<file path="src/rtl/fcc_pkg.sv">
package fcc_pkg;

  localparam logic [6:0] CMD_READ   = 7'h00;
  localparam logic [6:0] CMD_UID    = 7'h04;
  localparam logic [6:0] CMD_MAKER  = 7'h0B;
  localparam logic [6:0] CMD_DEVID  = 7'h0C;
  localparam logic [6:0] CMD_SUMRD  = 7'h0D;
  localparam logic [6:0] CMD_PROG   = 7'h21;
  localparam logic [6:0] CMD_ERASE  = 7'h22;
  localparam logic [6:0] CMD_SUMRUN = 7'h2D;
  localparam logic [6:0] CMD_REMAP  = 7'h2E;

  localparam int REG_IDX_W = 3;
  localparam logic [REG_IDX_W-1:0] REG_CTRL  = 3'd0;
  localparam logic [REG_IDX_W-1:0] REG_ADDR  = 3'd1;
  localparam logic [REG_IDX_W-1:0] REG_DATA  = 3'd2;
  localparam logic [REG_IDX_W-1:0] REG_CODE  = 3'd3;
  localparam logic [REG_IDX_W-1:0] REG_START = 3'd4;
  localparam logic [REG_IDX_W-1:0] REG_STAT  = 3'd5;

  localparam int CTRL_EN     = 0;
  localparam int CTRL_APP_UE = 1;
  localparam int CTRL_CFG_UE = 2;
  localparam int CTRL_SEC_UE = 3;
  localparam int CTRL_FAIL   = 4;
  localparam int STAT_BUSY   = 0;
  localparam int STAT_FAIL   = 1;

  localparam int NUM_REGIONS = 3;
  localparam int RGN_APP = 0;
  localparam int RGN_CFG = 1;
  localparam int RGN_SEC = 2;

  // Strobes from the sequencer to the register datapath.
  typedef struct packed {
    logic refuse;   // reject the start request, set the fail flag
    logic finish;   // array acknowledged the outstanding request
  } fccStrobe_t;

  function automatic logic isValidCmd(input logic [6:0] c);
    case (c)
      CMD_READ, CMD_UID, CMD_MAKER, CMD_DEVID, CMD_SUMRD,
      CMD_PROG, CMD_ERASE, CMD_SUMRUN, CMD_REMAP: return 1'b1;
      default: return 1'b0;
    endcase
  endfunction

  function automatic logic isIdCmd(input logic [6:0] c);
    return (c == CMD_UID) || (c == CMD_MAKER) || (c == CMD_DEVID) || (c == CMD_SUMRD);
  endfunction

  function automatic logic returnsData(input logic [6:0] c);
    return (c == CMD_READ) || isIdCmd(c);
  endfunction

  function automatic logic isModify(input logic [6:0] c);
    return (c == CMD_PROG) || (c == CMD_ERASE);
  endfunction

  function automatic logic isWordOp(input logic [6:0] c);
    return (c == CMD_READ) || (c == CMD_PROG);
  endfunction

endpackage

</file>
<file path="src/rtl/fcc_datapath.sv">
module fcc_datapath
  import fcc_pkg::*;
#(
  parameter int ADDR_W = 16,
  parameter int DATA_W = 32,
  parameter int unsigned APP_BASE = 'h0000,
  parameter int unsigned APP_SIZE = 'h8000,
  parameter int unsigned CFG_BASE = 'hC000,
  parameter int unsigned CFG_SIZE = 'h0100,
  parameter int unsigned SEC_BASE = 'hD000,
  parameter int unsigned SEC_SIZE = 'h0200
) (
  input  logic                 clk,
  input  logic                 rstN,
  input  logic                 busWe,
  input  logic [REG_IDX_W-1:0] busAddr,
  input  logic [DATA_W-1:0]    busWdata,
  output logic [DATA_W-1:0]    busRdata,
  input  logic                 brownOut,
  input  logic                 fromApp,
  input  logic                 busy,
  input  fccStrobe_t           strobe,
  output logic                 startReq,
  output logic                 checkOk,
  output logic                 failFlag,
  output logic [6:0]           cmdOut,
  output logic [ADDR_W-1:0]    addrOut,
  output logic [DATA_W-1:0]    wdataOut,
  input  logic [DATA_W-1:0]    arrRdata
);

  localparam logic [ADDR_W:0] R_LO [NUM_REGIONS] = '{
    (ADDR_W+1)'(APP_BASE), (ADDR_W+1)'(CFG_BASE), (ADDR_W+1)'(SEC_BASE)};
  localparam logic [ADDR_W:0] R_HI [NUM_REGIONS] = '{
    (ADDR_W+1)'(APP_BASE + APP_SIZE), (ADDR_W+1)'(CFG_BASE + CFG_SIZE),
    (ADDR_W+1)'(SEC_BASE + SEC_SIZE)};
  localparam int REMAP_ALIGN_W = 9;

  logic              enable, appUe, cfgUe, secUe;
  logic [ADDR_W-1:0] addrReg;
  logic [DATA_W-1:0] dataReg;
  logic [6:0]        cmdReg;

  logic wrCtrl, wrAddr, wrData, wrCode, wrStart, wrStat;
  assign wrCtrl  = busWe && (busAddr == REG_CTRL);
  assign wrAddr  = busWe && (busAddr == REG_ADDR) && !busy;
  assign wrData  = busWe && (busAddr == REG_DATA) && !busy;
  assign wrCode  = busWe && (busAddr == REG_CODE) && !busy;
  assign wrStart = busWe && (busAddr == REG_START) && busWdata[0];
  assign wrStat  = busWe && (busAddr == REG_STAT);

  assign startReq = wrStart && enable && !busy;

  // Region decode, one comparator pair per region.
  logic [NUM_REGIONS-1:0] inRegion;
  genvar g;
  generate
    for (g = 0; g < NUM_REGIONS; g++) begin : gRegion
      assign inRegion[g] = ({1'b0, addrReg} >= R_LO[g]) && ({1'b0, addrReg} < R_HI[g]);
    end
  endgenerate

  logic addrLegal, alignOk, permOk, brownOk;
  always_comb begin
    addrLegal = |inRegion;
    if (isWordOp(cmdReg))
      alignOk = (addrReg[1:0] == 2'b00);
    else if (cmdReg == CMD_REMAP)
      alignOk = (addrReg[REMAP_ALIGN_W-1:0] == '0);
    else
      alignOk = 1'b1;
    permOk = !(isModify(cmdReg) &&
               ((inRegion[RGN_APP] && fromApp && !appUe) ||
                (inRegion[RGN_CFG] && !cfgUe) ||
                (inRegion[RGN_SEC] && !secUe)));
    brownOk = !(isModify(cmdReg) && brownOut);
    checkOk = isValidCmd(cmdReg) && (isIdCmd(cmdReg) || (addrLegal && alignOk))
              && permOk && brownOk;
  end

  logic failClr;
  assign failClr = (wrCtrl && busWdata[CTRL_FAIL]) || (wrStat && busWdata[STAT_FAIL]);

  always_ff @(posedge clk or negedge rstN) begin
    if (!rstN) begin
      enable   <= 1'b0;
      appUe    <= 1'b0;
      cfgUe    <= 1'b0;
      secUe    <= 1'b0;
      addrReg  <= '0;
      dataReg  <= '0;
      cmdReg   <= '0;
      failFlag <= 1'b0;
    end else begin
      if (wrCtrl) begin
        enable <= busWdata[CTRL_EN];
        appUe  <= busWdata[CTRL_APP_UE];
        cfgUe  <= busWdata[CTRL_CFG_UE];
        secUe  <= busWdata[CTRL_SEC_UE];
      end
      if (wrAddr) addrReg <= busWdata[ADDR_W-1:0];
      if (wrCode) cmdReg  <= busWdata[6:0];
      if (strobe.finish && returnsData(cmdReg)) dataReg <= arrRdata;
      else if (wrData) dataReg <= busWdata;
      if (strobe.refuse) failFlag <= 1'b1;
      else if (failClr)  failFlag <= 1'b0;
    end
  end

  always_comb begin
    busRdata = '0;
    case (busAddr)
      REG_CTRL: begin
        busRdata[CTRL_EN]     = enable;
        busRdata[CTRL_APP_UE] = appUe;
        busRdata[CTRL_CFG_UE] = cfgUe;
        busRdata[CTRL_SEC_UE] = secUe;
        busRdata[CTRL_FAIL]   = failFlag;
      end
      REG_ADDR:  busRdata = DATA_W'(addrReg);
      REG_DATA:  busRdata = dataReg;
      REG_CODE:  busRdata = DATA_W'(cmdReg);
      REG_START: busRdata[0] = busy;
      REG_STAT: begin
        busRdata[STAT_BUSY] = busy;
        busRdata[STAT_FAIL] = failFlag;
      end
      default: busRdata = '0;
    endcase
  end

  assign cmdOut   = cmdReg;
  assign addrOut  = addrReg;
  assign wdataOut = dataReg;

endmodule

</file>
<file path="src/rtl/fcc_control.sv">
module fcc_control
  import fcc_pkg::*;
(
  input  logic       clk,
  input  logic       rstN,
  input  logic       startReq,
  input  logic       checkOk,
  input  logic       aAck,
  output logic       busy,
  output logic       aReq,
  output fccStrobe_t strobe
);

  typedef enum logic {ST_IDLE, ST_ACTIVE} ctlState_t;
  ctlState_t state, stateNext;

  always_comb begin
    stateNext = state;
    case (state)
      ST_IDLE:   if (startReq && checkOk) stateNext = ST_ACTIVE;
      ST_ACTIVE: if (aAck) stateNext = ST_IDLE;
      default:   stateNext = ST_IDLE;
    endcase
  end

  always_ff @(posedge clk or negedge rstN) begin
    if (!rstN) state <= ST_IDLE;
    else       state <= stateNext;
  end

  assign busy          = (state == ST_ACTIVE);
  assign aReq          = busy;
  assign strobe.refuse = (state == ST_IDLE) && startReq && !checkOk;
  assign strobe.finish = busy && aAck;

endmodule

</file>
<file path="src/rtl/flash_cmd_ctrl.sv">
module flash_cmd_ctrl
  import fcc_pkg::*;
#(
  parameter int ADDR_W = 16,
  parameter int DATA_W = 32,
  parameter int unsigned APP_BASE = 'h0000,
  parameter int unsigned APP_SIZE = 'h8000,
  parameter int unsigned CFG_BASE = 'hC000,
  parameter int unsigned CFG_SIZE = 'h0100,
  parameter int unsigned SEC_BASE = 'hD000,
  parameter int unsigned SEC_SIZE = 'h0200
) (
  input  logic              clk,
  input  logic              rstN,
  input  logic              busWe,
  input  logic [2:0]        busAddr,
  input  logic [DATA_W-1:0] busWdata,
  output logic [DATA_W-1:0] busRdata,
  input  logic              brownOut,
  input  logic              fromApp,
  output logic              aReq,
  output logic [6:0]        aCmd,
  output logic [ADDR_W-1:0] aAddr,
  output logic [DATA_W-1:0] aWdata,
  input  logic              aAck,
  input  logic [DATA_W-1:0] aRdata
);

  fccStrobe_t strobe;
  logic busy, startReq, checkOk, failFlag;

  fcc_datapath #(
    .ADDR_W(ADDR_W), .DATA_W(DATA_W),
    .APP_BASE(APP_BASE), .APP_SIZE(APP_SIZE),
    .CFG_BASE(CFG_BASE), .CFG_SIZE(CFG_SIZE),
    .SEC_BASE(SEC_BASE), .SEC_SIZE(SEC_SIZE)
  ) u_datapath (
    .clk(clk), .rstN(rstN), .busWe(busWe), .busAddr(busAddr),
    .busWdata(busWdata), .busRdata(busRdata), .brownOut(brownOut),
    .fromApp(fromApp), .busy(busy), .strobe(strobe), .startReq(startReq),
    .checkOk(checkOk), .failFlag(failFlag), .cmdOut(aCmd), .addrOut(aAddr),
    .wdataOut(aWdata), .arrRdata(aRdata)
  );

  fcc_control u_control (
    .clk(clk), .rstN(rstN), .startReq(startReq), .checkOk(checkOk),
    .aAck(aAck), .busy(busy), .aReq(aReq), .strobe(strobe)
  );

endmodule

</file>
<file path="config.mk">
export PLATFORM = sky130hd
export DESIGN_NAME = flash_cmd_ctrl
export DESIGN_NICKNAME = d
export VERILOG_FILES = /design/src/rtl/fcc_pkg.sv /design/src/rtl/fcc_datapath.sv /design/src/rtl/fcc_control.sv /design/src/rtl/flash_cmd_ctrl.sv
export SDC_FILE = /design/constraint.sdc
export NUM_CORES = 1
export LEC_CHECK = 0
export BUFFER_PORTS_ARGS = -buffer_cell sky130_fd_sc_hd__buf_2
export CORE_UTILIZATION = 44
export CTS_BUF_LIST = sky130_fd_sc_hd__clkbuf_8
export CTS_CLUSTER_SIZE = 14
export DETAILED_ROUTE_END_ITERATION = 10
export GPL_TIMING_DRIVEN = 0
export PLACE_DENSITY_LB_ADDON = 0.08
export SKIP_LAST_GASP = 1
export SYNTH_ARGS = -nofsm -noshare
export SYNTH_HDL_FRONTEND = slang
export SYNTH_SLANG_ARGS = --single-unit
</file>
<file path="constraint.sdc">
create_clock -name clk -period 3.78 [get_ports clk]
set_clock_uncertainty 0.05 [all_clocks]
set_input_delay 0.945 -clock clk [delete_from_list [all_inputs] [get_ports clk]]
set_output_delay 0.945 -clock clk [all_outputs]
set_load 0.01 [all_outputs]
</file>
==> results_tabular.tex <==
\begin{tabular}{lr}
\hline
Metric & Value \\
\hline
\multicolumn{2}{l}{\textbf{Outcome}} \\
Outcome & complete, no violations \\
\multicolumn{2}{l}{\textbf{Place}} \\
\# placed instances & 582 \\
Input/output buffers & 159 \\
RePlAce Congestion & 0.872 \\
Post-detail-place hpwl & 7370 um \\
\multicolumn{2}{l}{\textbf{CTS}} \\
Cts repair resizes & 0 \\
Root cell of the clock tree & sky130\_fd\_sc\_hd\_\_clkbuf\_8 \\
Clk pin slew, worst setup/hold paths & 70 ps \\
\# hold bufs at CTS & 0 \\
Number of sinks driven by the clock tree & 61 \\
TritonCTS clock tree & done \\
CTS buffer count & 9 \\
Post-CTS Setup Inserts & 0 \\
Clock Path Buffers & 2 \\
Level count of the clock H-tree & 3 \\
Source-to-sink clock delay at the later pin of the worst-skew pair & 340 ps \\
\multicolumn{2}{l}{\textbf{GRT}} \\
Number of antenna violations at the first check in global routing & 0 \\
First-pass GRT wire length & 14,900 um \\
GR Util All Layers & 25.9\% \\
Via count of the first global-routing pass & 2,933 \\
Largest net degree at the start of global routing & 62 \\
Total congestion overflow after global routing & 0 \\
\multicolumn{2}{l}{\textbf{Run}} \\
Max\_cap viols & 0 \\
\multicolumn{2}{l}{\textbf{STA}} \\
Actual transition at the worst max-transition pin & 772 ps \\
Relative slew slack & 48.6\% \\
Achievable clock frequency & 0.276 GHz \\
Max-slew violation count & 0 \\
Shortest period the worst path allows & 3620 ps \\
Sum of negative setup slack & 0 ps \\
Setup violators final & 0 \\
RSZ-0062 raised after global routing & false \\
Portion of the clock cycle consumed by the worst path in the final layout & 95.7\% \\
Final-report hold violation count & 0 \\
\multicolumn{2}{l}{\textbf{Route}} \\
Routed wire length & 9910 um \\
DRC Markers & 0 \\
DR vias & 3,247 \\
First-pass iteration count of the detailed router & 5 \\
Vias per inst & 5.43 \\
Initial detailed-routing violation count & 220 \\
Per-cell routed wire length & 16.6 um \\
Remaining antenna violation count & 0 \\
\multicolumn{2}{l}{\textbf{Die}} \\
Starting utilization of the core area & 45.4\% \\
Die Y-Extent & 88.5 um \\
Die ar. & 7840 um\^{}2 \\
Area inside the core boundary & 7250 um\^{}2 \\
Boundary Pins & 161 \\
Standard-cell row count & 31 \\
Die width & 88.5 um \\
\multicolumn{2}{l}{\textbf{Synth}} \\
Mean instance size in the synthesized netlist & 10.2 um\^{}2 \\
Mapped Cells & 324 \\
Warnings from Yosys & 0 \\
Netlist Area Pre-Place & 3290 um\^{}2 \\
Part of the Yosys area used for sequential elements & 46.3\% \\
Async SR Flop Fraction & 100\% \\
Number of synthesized flops with an enable pin & 0 \\
Cell with the most instances after synthesis & sky130\_fd\_sc\_hd\_\_dfrtp\_1 \\
Flip-flop and latch count after synthesis & 61 \\
Primary FF master, synth & sky130\_fd\_sc\_hd\_\_dfrtp\_1 \\
Nets in the synthesized netlist & 397 \\
Commonest cells post-synth & 61 x sky130\_fd\_sc\_hd\_\_dfrtp\_1, 37 x sky130\_fd\_sc\_hd\_\_nand2\_1, 34 x sky130\_fd\_sc\_hd\_\_nor2\_1, 29 x sky130\_fd\_sc\_hd\_\_mux2\_2 \\
Top area cells in the synthesized netlist & sky130\_fd\_sc\_hd\_\_dfrtp\_1 46\%, sky130\_fd\_sc\_hd\_\_mux2\_2 9.9\%, sky130\_fd\_sc\_hd\_\_a22o\_1 4.5\%, sky130\_fd\_sc\_hd\_\_nand2\_1 4.2\%, sky130\_fd\_sc\_hd\_\_nor2\_1 3.9\% \\
Post-synthesis cell type with the largest combined area & sky130\_fd\_sc\_hd\_\_dfrtp\_1 \\
Post-synth cell types & 44 \\
Share of the synthesized area in the top cell type & 46.3\% \\
\multicolumn{2}{l}{\textbf{Final layout}} \\
Final core area utilization & 61.2\% \\
Area taken by multi-input logic gates & 1650 um\^{}2 \\
Area growth, synth to finish & 34.8\% \\
Post-Layout Cell Count & 598 \\
Share of layout cells above drive strength 1 & 44.5\% \\
Register cell area after layout & 1530 um\^{}2 \\
Final net count & 567 \\
Number of antenna diodes & 0 \\
Fill cell count & 671 \\
\multicolumn{2}{l}{\textbf{Power}} \\
Total power consumption of the routed design & 2.21 mW \\
PD cells & 497 nW/um\^{}2 \\
Cell leakage power & 2.37 nW \\
Worst IR Drop VDD & 291 uV \\
\multicolumn{2}{l}{\textbf{Worst hold path}} \\
Type of the tightest min-delay check & flip-flop to flip-flop \\
Worst hold stages & 1 \\
\multicolumn{2}{l}{\textbf{Critical path}} \\
R2r worst-path depth & 5 \\
Crit path required time & 2780 ps \\
Setup crit start kind & primary input \\
Critical path start-end classification & primary input to output port \\
Critical Path Max Stage Delay & 460 ps \\
CP endpoint kind & output port \\
Cell with the largest stage delay on the worst path & sky130\_fd\_sc\_hd\_\_clkbuf\_1 \\
Largest fanout on the critical path & 10 \\
Cell with the most instances on the worst path & sky130\_fd\_sc\_hd\_\_buf\_2 \\
CP Data Arrival Time & 2620 ps \\
Series of cell instances along the critical path & buf\_2 > buf\_2 > nor2b\_1 > clkbuf\_1 > nand3\_1 > o21ai\_0 > buf\_2 \\
\hline
\end{tabular}
==> cell usage in the layout, fill, tap and decap left out, drive strengths merged, types with 2 or more instances in the layout <==
cell,instances
a21o,16
a22o,17
a22oi,12
a31oi,17
and2,4
and3,17
buf,167
bufinv,2
clkbuf,28
clkinv,2
dfrtp,61
inv,5
mux2,29
mux4,5
nand2,37
nand2b,2
nand4,4
nand4b,2
nor2,35
nor2b,5
nor3,4
o21ai,3
o31ai,4
or3b,2
xnor2,2
==> cell type report <==
class | count | area share (%)
plain buffers | 25 | 2.37
clock buffers | 11 | 3.41
clock inverters | 5 | 1.66
inverters | 4 | 0.338
multi-input cells | 234 | 37.1
flip-flops and latches | 61 | 34.4
well taps | 99 | 2.79
repair buffers | 159 | 18.0
==> report_power, final <==
| group | internal (mW) | switching (mW) | total [mW] |
|---|---|---|---|
| Sequential | 0.791 | 0.133 | 0.924 |
| Combinational | 0.311 | 0.311 | 0.622 |
| Clock | 0.403 | 0.257 | 0.660 |
==> layer usage <==
layer / track usage [%] / vias up / wire [um]
met1: 35.2 / 1550 / 4280
met2: 41.5 / 151 / 4740
li1: - / 1529 / -
met5: 0 / - / 0
met3: 4.57 / 17 / 710
met4: 9.82 / 0 / 183
==> critical path: cells and delay by family <==
| kind | cells | cell delay [ps] |
|---|---|---|
| simple gates | 2 | 470 |
| buf+inv | 4 | 1050 |
| compound gates | 1 | 140 |
==> sequential cells by signal, summed over array words and instances (netlist names) <==
name / cells
u_datapath.secUe: 1
u_datapath.cfgUe: 1
u_datapath.wdataOut: 32
u_datapath.addrOut: 16
u_datapath.cmdOut: 7
u_datapath.failFlag: 1
u_datapath.enable: 1
u_control.aReq: 1
u_datapath.appUe: 1
==> metrics by stage <==
stage / hold slack, ps / worst slack (ps) / instance area, um^2
2_1_floorplan: 434 / 846 / 3290
3_3_place_gp: 432 / 234 / 4210
3_5_place_dp: 436 / 211 / 4210
4_1_cts: 452 / 192 / 4440
5_1_grt: 480 / 82.6 / 4440
6_report: 448 / 161 / 4440
==> worst paths after layout <==
| path | from | endpoint | slack [ps] |
|---|---|---|---|
| setup / recovery | busAddr[0] | busRdata[1] | 160 |
| hold / removal | u_datapath.wdataOut[14]$_DFFE_PN0P_ | u_datapath.wdataOut[14]$_DFFE_PN0P_ | 450 |
| setup reg to reg | u_control.aReq$_DFF_PN0_ | u_datapath.addrOut[8]$_DFFE_PN0P_ | 1500 |
| hold reg to reg | u_datapath.wdataOut[14]$_DFFE_PN0P_ | u_datapath.wdataOut[14]$_DFFE_PN0P_ | 450 |
| max in group asynchronous | rstN | u_datapath.addrOut[8]$_DFFE_PN0P_ | 2530 |
| min in group asynchronous | rstN | u_datapath.cmdOut[0]$_DFFE_PN0P_ | 620 |
==> cells by family (layout without fill, tap and decap cells) <==
kind of cell / Yosys count / after routing / share of synthesized area (%)
multiplexers: 34 / 34 / 13.3
AND/OR/NAND/NOR: 122 / 122 / 18.6
buffers and inverters: 29 / 204 / 3.65
XOR/XNOR: 2 / 2 / 0.532
AO/OA/AOI/OAI: 76 / 76 / 17.6
flip-flops: 61 / 61 / 46.3
Power figures use the tool's default switching activity.
